File: src/rtl/fos_pkg.sv
package fos_pkg;

  typedef enum logic [2:0] {
    FOS_IDLE,
    FOS_ADDR,
    FOS_LOAD,
    FOS_MUL,
    FOS_WAITC,
    FOS_STORE
  } fos_state_e;

  // Bytes needed to hold a field element of the given bit width.
  function automatic int elem_bytes(input int bits);
    return (bits + 7) / 8;
  endfunction

endpackage

File: src/rtl/fos_elem_capture.sv
module fos_elem_capture #(
  parameter int FIELD_BITS = 163,
  parameter int IDX_W      = 6
) (
  input  logic                  clk,
  input  logic                  rst_n,
  input  logic                  wr_en,
  input  logic [IDX_W-1:0]      wr_idx,
  input  logic [7:0]            wr_data,
  output logic [FIELD_BITS-1:0] elem
);

  // Only the bits that belong to the field are kept; the spare bits of the
  // top byte are never stored.
  always_ff @(posedge clk) begin
    if (!rst_n) begin
      elem <= '0;
    end else if (wr_en) begin
      for (int b = 0; b < FIELD_BITS; b++) begin
        if (IDX_W'(b / 8) == wr_idx) elem[b] <= wr_data[b % 8];
      end
    end
  end

endmodule

File: src/rtl/fos_host_rx.sv
module fos_host_rx #(
  parameter int ADDR_W = 16
) (
  input  logic              clk,
  input  logic              rst_n,
  input  logic              in_idle,
  input  logic              host_wr,
  input  logic              host_start,
  input  logic [7:0]        host_data,
  output logic              byte_accept,
  output logic              host_ack,
  output logic              ops_ready,
  output logic              res_ready,
  output logic [ADDR_W-1:0] addr_a,
  output logic [ADDR_W-1:0] addr_b,
  output logic [ADDR_W-1:0] addr_c
);

  localparam int AB    = ADDR_W / 8;
  localparam int TOTAL = 3 * AB;
  localparam int IW    = $clog2(TOTAL + 1);
  localparam logic [IW-1:0] TOTAL_C  = IW'(TOTAL);
  localparam logic [IW-1:0] OPS_LAST = IW'(2 * AB - 1);

  logic [IW-1:0] idx;
  logic [IW-1:0] wr_slot;
  logic [7:0]    abytes [TOTAL];

  assign byte_accept = host_wr && (in_idle ? host_start
                                           : (!host_start && idx < TOTAL_C));
  assign wr_slot     = in_idle ? '0 : idx;
  assign ops_ready   = byte_accept && (wr_slot == OPS_LAST);
  assign res_ready   = (idx == TOTAL_C);

  always_ff @(posedge clk) begin
    if (!rst_n) begin
      idx      <= '0;
      host_ack <= 1'b0;
      for (int k = 0; k < TOTAL; k++) abytes[k] <= '0;
    end else begin
      host_ack <= byte_accept;
      if (byte_accept) begin
        abytes[wr_slot] <= host_data;
        idx             <= wr_slot + 1'b1;
      end
    end
  end

  always_comb begin
    for (int k = 0; k < AB; k++) begin
      addr_a[8*k +: 8] = abytes[k];
      addr_b[8*k +: 8] = abytes[AB + k];
      addr_c[8*k +: 8] = abytes[2*AB + k];
    end
  end

endmodule

File: src/rtl/fos_sequencer.sv
module fos_sequencer
  import fos_pkg::*;
#(
  parameter int FIELD_BITS = 163,
  parameter int ADDR_W     = 16
) (
  input  logic                  clk,
  input  logic                  rst_n,
  input  logic                  host_wr,
  input  logic                  host_start,
  input  logic [7:0]            host_data,
  output logic                  host_ack,
  output logic                  host_done,
  output logic [ADDR_W-1:0]     mem_addr,
  input  logic [7:0]            mem_rdata,
  output logic [7:0]            mem_wdata,
  output logic                  mem_we,
  output logic                  mul_start,
  output logic [FIELD_BITS-1:0] op_a,
  output logic [FIELD_BITS-1:0] op_b,
  input  logic                  mul_done,
  input  logic [FIELD_BITS-1:0] mul_result
);

  localparam int EB       = elem_bytes(FIELD_BITS);
  localparam int TOP_BITS = FIELD_BITS - 8 * (EB - 1);
  localparam int LOAD_CYC = 2 * EB + 1;
  localparam int CNT_W    = $clog2(LOAD_CYC + 1);
  localparam logic [CNT_W-1:0] EB_C       = CNT_W'(EB);
  localparam logic [CNT_W-1:0] TWO_EB     = CNT_W'(2 * EB);
  localparam logic [CNT_W-1:0] LOAD_LAST  = CNT_W'(LOAD_CYC - 1);
  localparam logic [CNT_W-1:0] STORE_LAST = CNT_W'(EB - 1);

  // Byte idx of the product, zero-extended so that spare top bits read as 0.
  function automatic logic [7:0] result_byte(input logic [FIELD_BITS-1:0] r,
                                             input logic [CNT_W-1:0] idx);
    logic [8*EB-1:0] wide;
    wide = (8*EB)'(r);
    return wide[8*idx +: 8];
  endfunction

  fos_state_e          state;
  logic [CNT_W-1:0]    cnt;
  logic [FIELD_BITS-1:0] result_q;
  logic                mul_start_q;
  logic                done_q;

  // Named internal events
  logic                in_idle;
  logic                byte_accept;
  logic                ops_ready;
  logic                res_ready;
  logic                load_issue;
  logic                store_issue;
  logic                cap_en;
  logic                cap_to_a;
  logic [CNT_W-1:0]    cap_idx;
  logic [ADDR_W-1:0]   addr_a;
  logic [ADDR_W-1:0]   addr_b;
  logic [ADDR_W-1:0]   addr_c;
  logic [FIELD_BITS-1:0] elem [2];

  assign in_idle     = (state == FOS_IDLE);
  assign load_issue  = (state == FOS_LOAD) && (cnt < TWO_EB);
  assign store_issue = (state == FOS_STORE);
  assign cap_en      = (state == FOS_LOAD) && (cnt != '0);
  assign cap_idx     = cnt - 1'b1;
  assign cap_to_a    = (cap_idx < EB_C);

  fos_host_rx #(.ADDR_W(ADDR_W)) u_host_rx (
    .clk         (clk),
    .rst_n       (rst_n),
    .in_idle     (in_idle),
    .host_wr     (host_wr),
    .host_start  (host_start),
    .host_data   (host_data),
    .byte_accept (byte_accept),
    .host_ack    (host_ack),
    .ops_ready   (ops_ready),
    .res_ready   (res_ready),
    .addr_a      (addr_a),
    .addr_b      (addr_b),
    .addr_c      (addr_c)
  );

  for (genvar g = 0; g < 2; g++) begin : g_elem
    logic             we;
    logic [CNT_W-1:0] slot;
    assign we   = cap_en && (cap_to_a == (g == 0));
    assign slot = (g == 0) ? cap_idx : cap_idx - EB_C;
    fos_elem_capture #(.FIELD_BITS(FIELD_BITS), .IDX_W(CNT_W)) u_cap (
      .clk     (clk),
      .rst_n   (rst_n),
      .wr_en   (we),
      .wr_idx  (slot),
      .wr_data (mem_rdata),
      .elem    (elem[g])
    );
  end

  always_ff @(posedge clk) begin
    if (!rst_n) begin
      state       <= FOS_IDLE;
      cnt         <= '0;
      result_q    <= '0;
      mul_start_q <= 1'b0;
      done_q      <= 1'b0;
    end else begin
      mul_start_q <= 1'b0;
      done_q      <= 1'b0;
      case (state)
        FOS_IDLE:  if (byte_accept) state <= FOS_ADDR;
        FOS_ADDR:  if (ops_ready) begin
                     state <= FOS_LOAD;
                     cnt   <= '0;
                   end
        FOS_LOAD:  begin
                     cnt <= cnt + 1'b1;
                     if (cnt == LOAD_LAST) begin
                       state       <= FOS_MUL;
                       mul_start_q <= 1'b1;
                     end
                   end
        FOS_MUL:   if (mul_done) begin
                     result_q <= mul_result;
                     cnt      <= '0;
                     state    <= res_ready ? FOS_STORE : FOS_WAITC;
                   end
        FOS_WAITC: if (res_ready) state <= FOS_STORE;
        FOS_STORE: begin
                     cnt <= cnt + 1'b1;
                     if (cnt == STORE_LAST) begin
                       state  <= FOS_IDLE;
                       done_q <= 1'b1;
                     end
                   end
        default:   state <= FOS_IDLE;
      endcase
    end
  end

  always_comb begin
    mem_addr = '0;
    if (load_issue) begin
      mem_addr = (cnt < EB_C) ? addr_a + ADDR_W'(cnt)
                              : addr_b + ADDR_W'(cnt - EB_C);
    end else if (store_issue) begin
      mem_addr = addr_c + ADDR_W'(cnt);
    end
  end

  assign mem_we    = store_issue;
  assign mem_wdata = store_issue ? result_byte(result_q, cnt) : 8'd0;
  assign mul_start = mul_start_q;
  assign host_done = done_q;
  assign op_a      = elem[0];
  assign op_b      = elem[1];

endmodule

File: config.mk
export PLATFORM = sky130hd
export DESIGN_NAME = fos_sequencer
export DESIGN_NICKNAME = d
export VERILOG_FILES = /design/src/rtl/fos_pkg.sv /design/src/rtl/fos_elem_capture.sv /design/src/rtl/fos_host_rx.sv /design/src/rtl/fos_sequencer.sv
export SDC_FILE = /design/constraint.sdc
export NUM_CORES = 1
export LEC_CHECK = 0
export BUFFER_PORTS_ARGS = -buffer_cell sky130_fd_sc_hd__buf_2
export CORE_AREA = 2 2 232 234
export CTS_BUF_LIST = sky130_fd_sc_hd__clkbuf_16
export DETAILED_ROUTE_END_ITERATION = 10
export DIE_AREA = 0 0 234 236
export GPL_TIMING_DRIVEN = 0
export HOLD_SLACK_MARGIN = 0.1
export PLACE_DENSITY = 0.68
export SKIP_CTS_REPAIR_TIMING = 1
export SKIP_LAST_GASP = 1
export SLEW_MARGIN = 20
export SYNTH_ARGS = -nofsm -noshare
export SYNTH_HDL_FRONTEND = slang
export SYNTH_SLANG_ARGS = --single-unit
export TNS_END_PERCENT = 5
File: constraint.sdc
create_clock -name clk -period 7.4 [get_ports clk]
set_clock_uncertainty 0.05 [all_clocks]
set_input_delay 0 -clock clk [delete_from_list [all_inputs] [get_ports clk]]
set_output_delay 0 -clock clk [all_outputs]
set_load 0.01 [all_outputs]
; ---- Word level (Yosys, flattened, before mapping)
; Memories as Yosys holds them, arrays and structs flattened.
; Cells that the tools add are included.
[totals]
ff_bits = 504
n_memories = 1
wordCells = 207
inputBits = 184
mem_bits_rw = 48
[mem_list]
columns = name, depth, width, read_ports, rd_clocked_by_memory_dff, write_ports, line_no
row1 = u_host_rx.abytes, 6, 8, 6, 0, 6, fos_host_rx.sv:27  ; logic [7:0] abytes [TOTAL];
[classes]
n_bitwise = 1
n_reduce_logical = 62
mux = 26
n_addsub = 8
n_lt_le_gt_ge = 4
n_eq_ne = 55
shift = 1
[ops]
columns = operator, n
row1 = indexed part select 168 x 10 -> 8 bit, 1
row2 = "equality test 4 x 6 -> 1 bit, first input constant", 16
row3 = AND reduction 2 bit, 45
row4 = "equality test 5 x 6 -> 1 bit, first input constant", 10
row5 = "equality test 3 x 6 -> 1 bit, first input constant", 8
row6 = two-way mux 16 bit, 3
row7 = adder 16 x 6 -> 16 bit, 2
row8 = "equality test 2 x 6 -> 1 bit, first input constant", 4
row9 = two-way mux 3 bit, 8
row10 = case mux 3 bit (6 select lines), 1
row11 = case mux 6 bit (3 select lines), 1
row12 = adder 16 bit, 1
row13 = two-way mux 8 bit, 2
row14 = "equality test 1 x 6 -> 1 bit, first input constant", 2
row15 = logical NOT 6 bit, 2
row16 = "less-than comparator 6 x 5 -> 1 bit, second input constant", 2
row17 = two-way mux 6 bit, 2
row18 = "equality test 3 x 2 -> 1 bit, second input constant", 3
row19 = "equality test 3 bit, second input constant", 3
row20 = two-way mux 1 bit, 9
row21 = "inequality test 2 bit, second input constant", 4
row22 = OR reduction 8 bit, 1
row23 = logical AND 1 bit, 7
row24 = "subtractor 6 x 5 -> 7 bit, second input constant", 1
row25 = other kinds (18), 19

; ---- Longest topological paths before layout
; Gate-level depths: netlist of run 1.
[logic_depth]
ltp_word = 9
ltp_mapped = 18
mapped_depth_nobuf = 13

; ---- Modules after synthesis
; Synthesis of run 1 repeated with hierarchy kept, for this count alone.
[hier_totals]
cells_unflattened = 2509
hier_area_um2 = 24222.0
[modules_own_cells]
columns = module, n_inst, cells_per_inst, area_per_inst_um2, seq_area_each_um2
row1 = fos_elem_capture, 2, 573, 6038.3, 3263.1
row2 = fos_sequencer, 1, 1211, 9932.0, 3483.3
row3 = fos_host_rx, 1, 152, 2213.4, 1521.5

; ---- Least setup slack after synthesis of run 1
; Ideal clock, no wire load.
[synth_path]
path_type = register to output
from = reg cnt[0]
to = out mem_addr[14]
slack_ps = 3320
stages_incl_launch_ff = 16
path_buffers = 4
arrival_time_ps = 4030
required_time_ps = 7350
cell_sequence = dfxtp_1 > buf_2 > buf_2 > buf_2 > inv_1 > ha_1 > buf_2 > xnor2_1 > ha_1 > a21o_1 > a21oi_1 > o21ba_2 > o21ai_0 > nand4_1 > mux2_2 > a211o_1
[synth_between]
elab_chain_cells = 4
elab_cells_between_ends = 10
classes_between = add/sub (4) / order compare (2) / mux (3) / reduce/logical (1)
[synth_lines]
columns = element, line_no
row1 = from (decl), fos_sequencer.sv:43  ; logic [CNT_W-1:0] cnt;
row2 = from (signal assigned), fos_sequencer.sv:118  ; cnt <= cnt + 1'b1;
row3 = from (signal assigned), fos_sequencer.sv:131  ; cnt <= cnt + 1'b1;
row4 = subtractor 6 x 5 -> 7 bit, fos_sequencer.sv:146  ; : addr_b + ADDR_W'(cnt - EB_C);
row5 = adder 16 bit, fos_sequencer.sv:146
row6 = two-way mux 16 bit, fos_sequencer.sv:145  ; mem_addr = (cnt < EB_C) ? addr_a + ADDR_W'(cnt)
row7 = two-way mux 16 bit (*), fos_sequencer.sv:144  ; if (load_issue) begin
row8 = to (decl), fos_sequencer.sv:14  ; output logic [ADDR_W-1:0] mem_addr,
; Every way passes the cells marked *; elsewhere a longest branch is shown, timed or not.

; ---- Final worst setup path of run 1
; Same ends and word-level chain as after synthesis.

==> run_results.csv, run 1 <==
group,metric,value,unit
run_status,status,"complete, no violations",
critical_path,critPathSlowestCell,"xnor2_1",
synthesis,synthSimpleGateAreaFrac,0.178,
power,vdd_drop_max,0.169,mV
floorplan,die_w,234,um
cells_and_area,multi_input_area,11100,um^2
sta,slew_headroom,0.345,
route,drt-wirelength-per-cell,20.7,um
power,p_leak,13.3,nW
critical_path,cp.arrival,6.13,ns
clock_tree,cts_tree,"done",
cells_and_area,nNetsFinal,3564,
synthesis,yosys.area_share.xor_xnor,0.0201,
critical_path,cp-end-kind,"primary output",
sta,rsz0062_at_grt,"no",
route,first_pass_iters,5,
global_routing,grt_max_degree,16,
critical_path,worst-path-buf-inv,6,
synthesis,ys_ff_latch,552,
min_path,hp-class,"in -> reg",
global_routing,grt_use_met3,0.0394,
route,drt_drc_violations_left,0,
sta,worstMarginPinSlew,0.970,ns
synthesis,synth_top_family_by_area,"simple AND/OR/NAND/NOR gates",
synthesis,synth_edf_count,48,
cells_and_area,fillers,4533,
global_routing,busiest_layer,"met2",
floorplan,rows,85,
job,drv_cap,0,
sta,min_period,6.18,ns
sta,finalCritPeriodShare,0.835,
floorplan,dieHeight,236,um
route,ant_nets,0,
synthesis,synth_fa_ha_area_frac,0.0222,
global_routing,grt.met2_usage,0.472,
synthesis,synth.yosys.seq_area_share,0.489,
cells_and_area,area_growth,30.4,%
floorplan,core-area,53100,um^2
place,place_congestion,0.936,
clock_tree,cts_inserted_buffers,57,
floorplan,start_util,0.444,
synthesis,syn_avg_cell_area,9.20,um^2
cells_and_area,post-route-util,0.580,
clock_tree,clkSinkCount,552,
clock_tree,clockBufferDepth,3,
power,power,6.10,mW
cells_and_area,drive_gt1_frac,0.210,
place,port_buffers,536,
global_routing,grt_pass1_vias,20500,
critical_path,critical_path.cell_chain,"buf_2, buf_2, buf_2, inv_1, ha_1, buf_2, xnor2_1, ha_1, a21o_1, a21oi_1, o21ba_2, o21ai_0, nand4_1, mux2_2, a211o_1, buf_2",
sta,hold_viol_final,0,
global_routing,grtUsageMet1,0.353,
global_routing,grt_pass1_wl,118,mm
sta,slew_viol_final,0,
critical_path,cp_slowest_stage_delay,0.71,ns
critical_path,crit_top_cell,"buf_2",
global_routing,antenna_found_initial,2,
clock_tree,clkLatencyLatePin,0.61,ns
route,routed_via_density,5.44,
global_routing,grt_usage,0.279,
synthesis,async_flop_share,0,
synthesis,synth-main-ff-cell,"dfxtp_1",
global_routing,grt_remaining_overflow,0,
critical_path,crit_type,"reg -> out",
clock_tree,path_clk_slew,0.06,ns
synthesis,syn_inst,2562,
synthesis,netlist_area,23600,um^2
power,powerDensity,198,nW/um^2
synthesis,synth.mux.area_fraction,0.161,
critical_path,crit_required,7.35,ns
critical_path,startpoint_type,"register",
route,dr_total_vias,22200,
place,hpwlAfterDp,61.5,mm
floorplan,dieArea,55200,um^2
clock_tree,cts_root_buffer,"clkbuf_16",
sta,max_freq,162,MHz
floorplan,io_pins,538,
critical_path,crit_fanout,10,
route,initialDrtViolationCount,1442,
critical_path,path_delay_family,"buffers and inverters",
clock_tree,h-tree-depth,2,
sta,tns,0,ns
sta,finalSetupViolations,0,
synthesis,synth_compound_area_frac,0.0890,
cells_and_area,register_area,11500,um^2
synthesis,synth.net_count,2786,
route,drt-total-wl,84.3,mm
synthesis,synth_warnings,0,
synthesis,synth_cell_types,73,
## placed cells by master, fill, tap and decap left out, types with 5 or more instances in the layout
| cell | netlist | routed |
|---|---|---|
| and3_1 | 20 | 20 |
| nor2b_1 | 7 | 7 |
| mux2i_1 | 305 | 305 |
| and4_1 | 6 | 6 |
| a211oi_1 | 7 | 7 |
| edfxtp_1 | 48 | 48 |
| inv_1 | 24 | 39 |
| xor2_1 | 24 | 24 |
| o21ai_0 | 22 | 22 |
| o221ai_1 | 13 | 13 |
| ha_1 | 37 | 37 |
| buf_2 | 17 | 553 |
| buf_6 | 10 | 10 |
| a21o_1 | 16 | 16 |
| clkbuf_16 | 0 | 60 |
| clkinv_2 | 0 | 10 |
| a22oi_1 | 5 | 5 |
| nand2b_1 | 12 | 12 |
| dlygate4sd3_1 | 0 | 183 |
| and2_1 | 14 | 14 |
| clkbuf_1 | 158 | 158 |
| o21a_1 | 6 | 6 |
| dfxtp_1 | 504 | 504 |
| a21oi_1 | 252 | 252 |
| mux4_2 | 33 | 33 |
| or2_2 | 5 | 5 |
| o22ai_1 | 8 | 8 |
| nand2_1 | 615 | 615 |
| xnor2_1 | 27 | 26 |
| nor2_1 | 195 | 195 |
| nor3_1 | 15 | 15 |
| nand3_1 | 65 | 65 |
| nand4_1 | 9 | 9 |
| clkinv_1 | 0 | 9 |
| buf_1 | 6 | 6 |
## layer usage
layer | up-vias | wire [um]
met2 | 1066 | 40600
met1 | 10600 | 34000
met4 | 0 | 3750
li1 | 10300 | -
met5 | - | 0
met3 | 238 | 5940
## cell usage after synthesis, types with 6 or more instances
cell type	n	share of area
a21o_1	16	0.0051
a211oi_1	7	0.0022
and2_1	14	0.0037
buf_2	17	0.0036
nand3_1	65	0.014
edfxtp_1	48	0.061
nor3_1	15	0.0032
and4_1	6	0.0022
o221ai_1	13	0.0048
ha_1	37	0.020
buf_6	10	0.0048
nand2b_1	12	0.0032
and3_1	20	0.0053
o21ai_0	22	0.0047
a21oi_1	252	0.053
nor2_1	195	0.031
xnor2_1	27	0.010
nor2b_1	7	0.0019
dfxtp_1	504	0.43
nand4_1	9	0.0024
inv_1	24	0.0038
xor2_1	24	0.0089
clkbuf_1	158	0.025
o22ai_1	8	0.0021
o21a_1	6	0.0019
mux2i_1	305	0.13
buf_1	6	0.00095
nand2_1	615	0.098
mux4_2	33	0.032
## sequential cells by signal, indices dropped and copies added, names as in the netlist
signal	flops
cnt	6
g_elem.u_cap.elem	326
host_done	1
mul_start	1
result_q	163
state	3
u_host_rx.abytes	48
u_host_rx.host_ack	1
u_host_rx.idx	3
## worst min-delay path, cell delays in order
cell and delay [ns]:
clkbuf_1 0.34, nand2_1 0.26, mux2i_1 0.08
## kinds of logic (layout without fill, tap and decap cells)
family	Yosys count	in the layout
xor gates and xnor gates	52	52
DFF	552	552
other	0	2
AOI/OAI and AO/OA	364	364
adders and majority gates	40	40
and+or+nand+nor	993	993
buffers and inverters	222	1043
muxes	339	339
## report_power, final
| part | total [mW] | leakage, nW | switching [mW] | internal, mW |
|---|---|---|---|---|
| clock network | 2.75 | 0.930 | 1.22 | 1.53 |
| logic | 0.320 | 7.83 | 0.183 | 0.136 |
| registers | 3.03 | 4.55 | 0.00723 | 3.02 |
| total | 6.10 | 13.3 | 1.41 | 4.69 |
## worst paths after layout
| path | startpoint | end | cells past startpoint | slack [ns] |
|---|---|---|---|---|
| worst max-delay path | cnt[0]$_SDFFE_PN0P_ | mem_addr[14] | 16 | 1.22 |
| worst min-delay path | rst_n | g_elem[1].u_cap.elem[74]$_SDFFE_PN0P_ | 3 | 0.08 |
| worst max register to register | cnt[0]$_SDFFE_PN0P_ | g_elem[1].u_cap.elem[144]$_SDFFE_PN0P_ | 14 | 1.90 |
| worst min register to register | result_q[50]$_SDFFE_PN0P_ | result_q[50]$_SDFFE_PN0P_ | 2 | 0.40 |
## through the flow
step                setup WS (ns)  hold slack [ns]  cell area (um^2)  std cells
floorplan                    3.32           0.0860             23600       2562
global placement             1.79            0.195             27100       3794
detailed placement           1.77            0.197             27100       3794
CTS                          1.08           -0.463             28900       3896
global route                0.834            0.104             30800       4080
finish                       1.22           0.0834             30800       4081
## final cells by class
type | instances | share of cell area
Inverter | 26 | 0.00317
Tap cell | 696 | 0.0283
Timing Repair Buffer | 719 | 0.147
Antenna cell | 2 | 0.000163
Clock inverter | 42 | 0.00871
Clock buffer | 60 | 0.0488
Multi-Input combinational cell | 1788 | 0.362
Sequential cell | 552 | 0.375
Buffer | 196 | 0.0276
Note: power is estimated with default switching activity, not from simulation.
==> inputs of run 2 (changes only) <==
Clock period 7.4 ns to 5.83 ns, I/O delays scaled along.
==> run 2 against run 1 <==
Critical endpoint unchanged. Highest routed layer unchanged. Sequential cell count unchanged. Combinational power rose by 27%. Via count about the same. Register-to-register slack worse by 0.67 ns. Total power grew 27%. First-iteration DRC count grew 4.2%. Count of clock-buffer cells in the layout unchanged. Sequential share of layout area barely moved. Critical path type unchanged. Worst setup slack lost 0.85 ns.
==> run_results.csv, run 2 (synthesis gave the netlist of run 1 again) <==
group,metric,value,unit
run_status,status,"complete, no violations",
critical_path,crit_fanout,10,
clock_tree,clkSinkCount,552,
route,first_pass_iters,7,
sta,worstMarginPinSlew,0.944,ns
cells_and_area,largest_register_ffs,326,
global_routing,grt_pass1_vias,20500,
sta,min_period,5.46,ns
critical_path,cp.arrival,5.41,ns
clock_tree,cts_tree,"done",
route,ant_nets,0,
route,drt-total-wl,84.4,mm
power,seqPwrFrac,0.497,
power,p_int,5.95,mW
floorplan,core-area,53100,um^2
route,drt-wirelength-per-cell,20.7,um
clock_tree,clockBufferDepth,3,
cells_and_area,register_area,11500,um^2
power,clock_power_share,0.451,
min_path,hp-class,"in -> reg",
power,p_comb_frac,0.052,
critical_path,startpoint_type,"register",
sta,slew_viol_final,0,
cells_and_area,nNetsFinal,3564,
floorplan,dieArea,55200,um^2
critical_path,cp-end-kind,"primary output",
power,p_leak,13.3,nW
critical_path,crit_type,"reg -> out",
floorplan,rows,85,
sta,slew_headroom,0.362,
floorplan,dieHeight,236,um
cells_and_area,final_cell_mix,"nand2_1 (615), buf_2 (551), dfxtp_1 (503)",
cells_and_area,drive_gt1_frac,0.210,
sta,hold_viol_final,0,
power,power,7.75,mW
clock_tree,cts_root_buffer,"clkbuf_16",
clock_tree,path_clk_slew,0.06,ns
floorplan,start_util,0.444,
route,routed_via_density,5.44,
sta,finalSetupViolations,0,
clock_tree,cts_inserted_buffers,57,
clock_tree,h-tree-depth,2,
place,port_buffers,536,
critical_path,r2r.worst_path.cells,14,
route,dr_total_vias,22200,
global_routing,grt_remaining_overflow,0,
min_path,min_path_cells,3,
global_routing,antenna_found_initial,2,
floorplan,die_w,234,um
cells_and_area,multi_input_area,11100,um^2
route,initialDrtViolationCount,1503,
cells_and_area,area_growth,30.5,%
floorplan,io_pins,538,
job,drv_cap,0,
sta,rsz0062_at_grt,"no",
cells_and_area,layout_commonest_cell,"nand2_1",
cells_and_area,fillers,4531,
place,place_congestion,0.936,
global_routing,grt_pass1_wl,118,mm
global_routing,grt_max_degree,16,
clock_tree,clkLatencyLatePin,0.61,ns
sta,max_freq,183,MHz
place,hpwlAfterDp,61.5,mm
route,drt_drc_violations_left,0,
cells_and_area,regMostFlops,"g_elem.u_cap.elem",
cells_and_area,post-route-util,0.580,
power,swShare,0.232,
global_routing,grt_usage,0.279,
critical_path,crit_required,5.78,ns
power,switching_power,1.80,mW
sta,finalCritPeriodShare,0.937,
power,vdd_drop_max,0.215,mV
power,powerDensity,252,nW/um^2
cells_and_area,reg.largest.list,"g_elem.u_cap.elem: 326 flops, result_q: 163 flops, u_host_rx.abytes: 48 flops",
run 2: cell count changes in the layout (fill, tap and decap cells not counted), sizes merged:
cell	before	now
buf	573	571
clkbuf	219	221
run 2: critical path: stages, from the launching register on:
cell and delay (ns):
dfxtp_2 0.41, clkbuf_4 0.29, buf_2 0.28, clkbuf_4 0.29, inv_1 0.24, ha_1 0.18
buf_2 0.24, nor2b_1 0.10, o21a_1 0.20, nor2_1 0.57, ha_1 0.42, a21o_1 0.20
a21o_1 0.17, a21oi_1 0.14, o21ai_0 0.15, nand4_1 0.14, mux2_2 0.35, a211o_1 0.29
buf_2 0.14
run 2: layout make-up:
cell class              instances  area share
inverters                      26     0.00317
flip-flops and latches        552       0.375
multi-input cells            1788       0.362
diodes                          2    0.000163
well taps                     696      0.0283
plain buffers                 196      0.0277
repair buffers                719       0.147
clock inverters                42     0.00870
clock buffers                  60      0.0488
run 2: stage by stage:
stage                     setup TNS, ns  std cells  area [um^2]  hold WS (ns)  worst slack [ns]
after floorplan                       0       2562        23600        0.0860              1.75
after global placement                0       3794        27100         0.195             0.218
after detailed placement              0       3794        27100         0.197             0.201
after CTS                         -1.31       3896        28900        -0.463            -0.490
after global routing                  0       4080        30800         0.104            0.0576
final                                 0       4081        30800        0.0818             0.368
run 2: worst paths after layout:
kind / start / endpoint / slack, ns
setup / recovery: cnt[0]$_SDFFE_PN0P_ / mem_addr[14] / 0.37
hold / removal: rst_n / g_elem[1].u_cap.elem[74]$_SDFFE_PN0P_ / 0.08
setup reg to reg: cnt[0]$_SDFFE_PN0P_ / g_elem[1].u_cap.elem[144]$_SDFFE_PN0P_ / 1.23
hold reg to reg: result_q[50]$_SDFFE_PN0P_ / result_q[50]$_SDFFE_PN0P_ / 0.40
run 2: power by group through the flow:
stage | registers [mW] | logic (mW) | clock network, mW
after CTS | 3.85 | 0.294 | 3.53
after global placement | 3.93 | 0.288 | 0
after global routing | 3.85 | 0.430 | 3.67
final | 3.85 | 0.406 | 3.49
after detailed placement | 3.93 | 0.293 | 0
after floorplan | 3.93 | 0.143 | 0
run 2: routing by layer:
layer / global-route usage / part of all wire
met5: 0 / 0
met4: 0.119 / 0.045
met2: 0.472 / 0.48
met3: 0.0394 / 0.073
met1: 0.353 / 0.40
==> inputs of run 3 (changes only) <==
Settings changed: ABC_AREA set to 1, CORE_AREA 2 2 232 234 to 2 2 239 241, DIE_AREA 0 0 234 236 to 0 0 241 243, PLACE_DENSITY 0.68 to 0.67.
Clock period 5.83 ns to 6.71 ns, I/O delays scaled along.
==> run 3 against run 2 <==
Count of clock-buffer cells in the layout shrank 1. Area after synthesis grew 5.6%. Sequential cell count is the same. Register-to-register slack gained 1.0 ns. Die area grew 6.0%. Total power grew 12%. Critical path depth grew 2. Synthesized cell count grew 35%. Non-clock buffer count grew 43. Combinational power grew to 5.0 times the previous value. Critical path type unchanged.
==> run_results.csv, run 3 <==
group,metric,value,unit
run_status,status,"complete, no violations",
power,clock_power_share,0.365,
critical_path,cp-end-kind,"primary output",
clock_tree,path_clk_slew,0.06,ns
floorplan,core-area,56000,um^2
power,swShare,0.335,
sta,rsz0062_at_grt,"no",
synthesis,synth.yosys.seq_area_share,0.463,
cells_and_area,layout.cells.non_filler,5077,
global_routing,grt_usage,0.305,
power,p_comb_frac,0.231,
clock_tree,cts_inserted_buffers,59,
synthesis,synth_top_area_share,0.405,
route,drt-wirelength-per-cell,19.1,um
critical_path,cp.arrival,5.33,ns
clock_tree,clkSinkCount,552,
cells_and_area,largest_register_ffs,326,
clock_tree,h-tree-depth,2,
sta,finalSetupViolations,0,
sta,hold_viol_final,0,
route,ant_nets,0,
synthesis,synth_cell_types,42,
route,drt_drc_violations_left,0,
synthesis,netlist_area,24900,um^2
synthesis,synthSimpleGateAreaFrac,0.265,
floorplan,rows,87,
power,p_int,5.78,mW
critical_path,worst-r2r-setup-slack,2.24,ns
sta,worstMarginPinSlew,1.03,ns
clock_tree,cts_root_buffer,"clkbuf_16",
synthesis,synthTopCellsByCount,"nand2_1 (625), nor2_1 (575), dfxtp_1 (504), a21oi_1 (400), o21ai_0 (311)",
synthesis,syn_inst,3470,
synthesis,synth_fa_ha_area_frac,0.0210,
synthesis,synth_top_family_by_area,"simple AND/OR/NAND/NOR gates",
clock_tree,clockBufferDepth,3,
sta,max_freq,186,MHz
route,initialDrtViolationCount,2133,
synthesis,yosys.area_share.xor_xnor,0.00352,
critical_path,crit_fanout,13,
power,switching_power,2.91,mW
synthesis,synth.net_count,3694,
floorplan,start_util,0.445,
synthesis,syn_avg_cell_area,7.18,um^2
cells_and_area,regMostFlops,"g_elem.u_cap.elem",
place,hpwlAfterDp,69.4,mm
route,met3_wirelength,8.22,mm
cells_and_area,drive_gt1_frac,0.179,
global_routing,grt_remaining_overflow,0,
power,seqPwrFrac,0.404,
min_path,hp-class,"in -> reg",
job,drv_cap,0,
floorplan,io_pins,538,
floorplan,die_w,241,um
critical_path,crit_required,6.66,ns
cells_and_area,layout_commonest_cell,"nand2_1",
route,wirelength_met1,39.1,mm
global_routing,grt_pass1_wl,138,mm
global_routing,antenna_found_initial,3,
route,dr.max_layer_used,"met4",
cells_and_area,final_cell_mix,"nand2_1 (625), buf_2 (576), nor2_1 (575)",
synthesis,synth_compound_area_frac,0.164,
power,p_leak,14.1,nW
synthesis,yosysTopAreaCell,"dfxtp_1",
sta,tns,0,ns
sta,setup_ws,1.33,ns
route,first_pass_iters,6,
clock_tree,cts_tree,"done",
global_routing,grt_pass1_vias,23800,
floorplan,dieArea,58600,um^2
sta,min_period,5.38,ns
clock_tree,clkLatencyLatePin,0.63,ns
route,routed_via_density,5.25,
power,powerDensity,268,nW/um^2
synthesis,synth-main-ff-cell,"dfxtp_1",
cells_and_area,area_growth,30.1,%
synthesis,synthTopCellsByArea,"dfxtp_1 (41%), nand2_1 (9.4%), nor2_1 (8.7%)",
floorplan,dieHeight,243,um
synthesis,synth.mux.area_fraction,0,
synthesis,synth_warnings,0,
route,dr_total_vias,26700,
place,dp.cells,4763,
power,vdd_drop_max,0.271,mV
critical_path,crit_type,"reg -> out",
place,port_buffers,537,
sta,finalCritPeriodShare,0.802,
sta,slew_viol_final,0,
synthesis,ys_ff_latch,552,
global_routing,grt_max_degree,16,
cells_and_area,nNetsFinal,4494,
cells_and_area,reg.largest.list,"g_elem.u_cap.elem: 326 flops, result_q: 163 flops, u_host_rx.abytes: 48 flops",
critical_path,startpoint_type,"register",
synthesis,async_flop_share,0,
route,drt-total-wl,96.7,mm
synthesis,yosys.cell_count.top_type,"nand2_1",
sta,slew_headroom,0.311,
route,wl_met2,44.9,mm
cells_and_area,post-route-util,0.579,
synthesis,synth_edf_count,48,
place,place_congestion,0.948,
place,dp_slack,2.01,ns
## run 3: changes by cell type in the layout (fill, tap and decap cells not counted), moves of 23 or more
cell | previous run | this run
xnor2_1 | 25 | 2
inv_1 | 39 | 280
mux2i_1 | 305 | 0
a21oi_1 | 252 | 400
o21ai_0 | 22 | 311
buf_2 | 551 | 576
mux4_2 | 33 | 0
nor2_1 | 195 | 575
nand3_1 | 65 | 250
o21ai_1 | 1 | 28
## run 3: cell families after synthesis
family / Yosys count
AO/OA/AOI/OAI: 793
adder cells (fa/ha/maj): 40
XOR/XNOR: 10
buffers and inverters: 508
AND/OR/NAND/NOR: 1567
flip-flops: 552
## run 3: path summary, 6_finish.rpt
| path | endpoint | cells after the start | startpoint |
|---|---|---|---|
| setup / recovery | mem_addr[7] | 20 | cnt[0]$_SDFFE_PN0P_ |
| hold / removal | result_q[83]$_SDFFE_PN0P_ | 4 | rst_n |
| setup reg to reg | g_elem[1].u_cap.elem[139]$_SDFFE_PN0P_ | 18 | cnt[0]$_SDFFE_PN0P_ |
| hold reg to reg | result_q[141]$_SDFFE_PN0P_ | 2 | result_q[141]$_SDFFE_PN0P_ |
## run 3: routing by layer
metal / global-route usage / up-vias
met2: 0.500 / 1187
met1: 0.391 / 12300
li1: - / 12900
met4: 0.120 / 0
met3: 0.0608 / 276
met5: 0 / -
## run 3: power groups by stage
stage	Clock (mW)	Combinational, mW	Sequential (mW)
2_1_floorplan	0	1.24	3.56
3_3_place_gp	0	1.84	3.58
3_5_place_dp	0	1.85	3.58
4_1_cts	3.18	1.85	3.51
5_1_grt	3.33	2.19	3.52
6_report	3.17	2.01	3.51
## run 3: layout make-up
class	count	area (um^2)
Multi-Input combinational cell	2410	11300
Buffer	219	972
Clock buffer	59	1480
Tap cell	756	946
Antenna cell	3	7.51
Sequential cell	552	11500
Timing Repair Buffer	739	4710
Clock inverter	50	354
Inverter	289	1090
Fill cell	5322	23600
## run 3: worst max-delay path, stage by stage, from the launching register on
cell and delay, ns:
dfxtp_1 0.67, buf_2 0.36, inv_1 0.10, clkbuf_1 0.29, clkbuf_1 0.39, ha_1 0.30, buf_2 0.20, o21ai_0 0.31
nand2_1 0.08, nand2_1 0.17, inv_1 0.20, ha_1 0.37, a21oi_1 0.21, inv_1 0.06, nor2_1 0.10, nand2_1 0.12
o21ai_0 0.28, o21ai_0 0.14, nand2_1 0.10, o21ai_0 0.09, buf_2 0.15
## run 3: through the flow
step	hold slack (ns)	cell area [um^2]	power, mW
detailed placement	0.207	28500	5.43
floorplan	0.0937	24900	4.80
global placement	0.202	28500	5.42
finish	0.0358	32400	8.69
CTS	-0.463	30400	8.54
global route	0.0857	32400	9.04
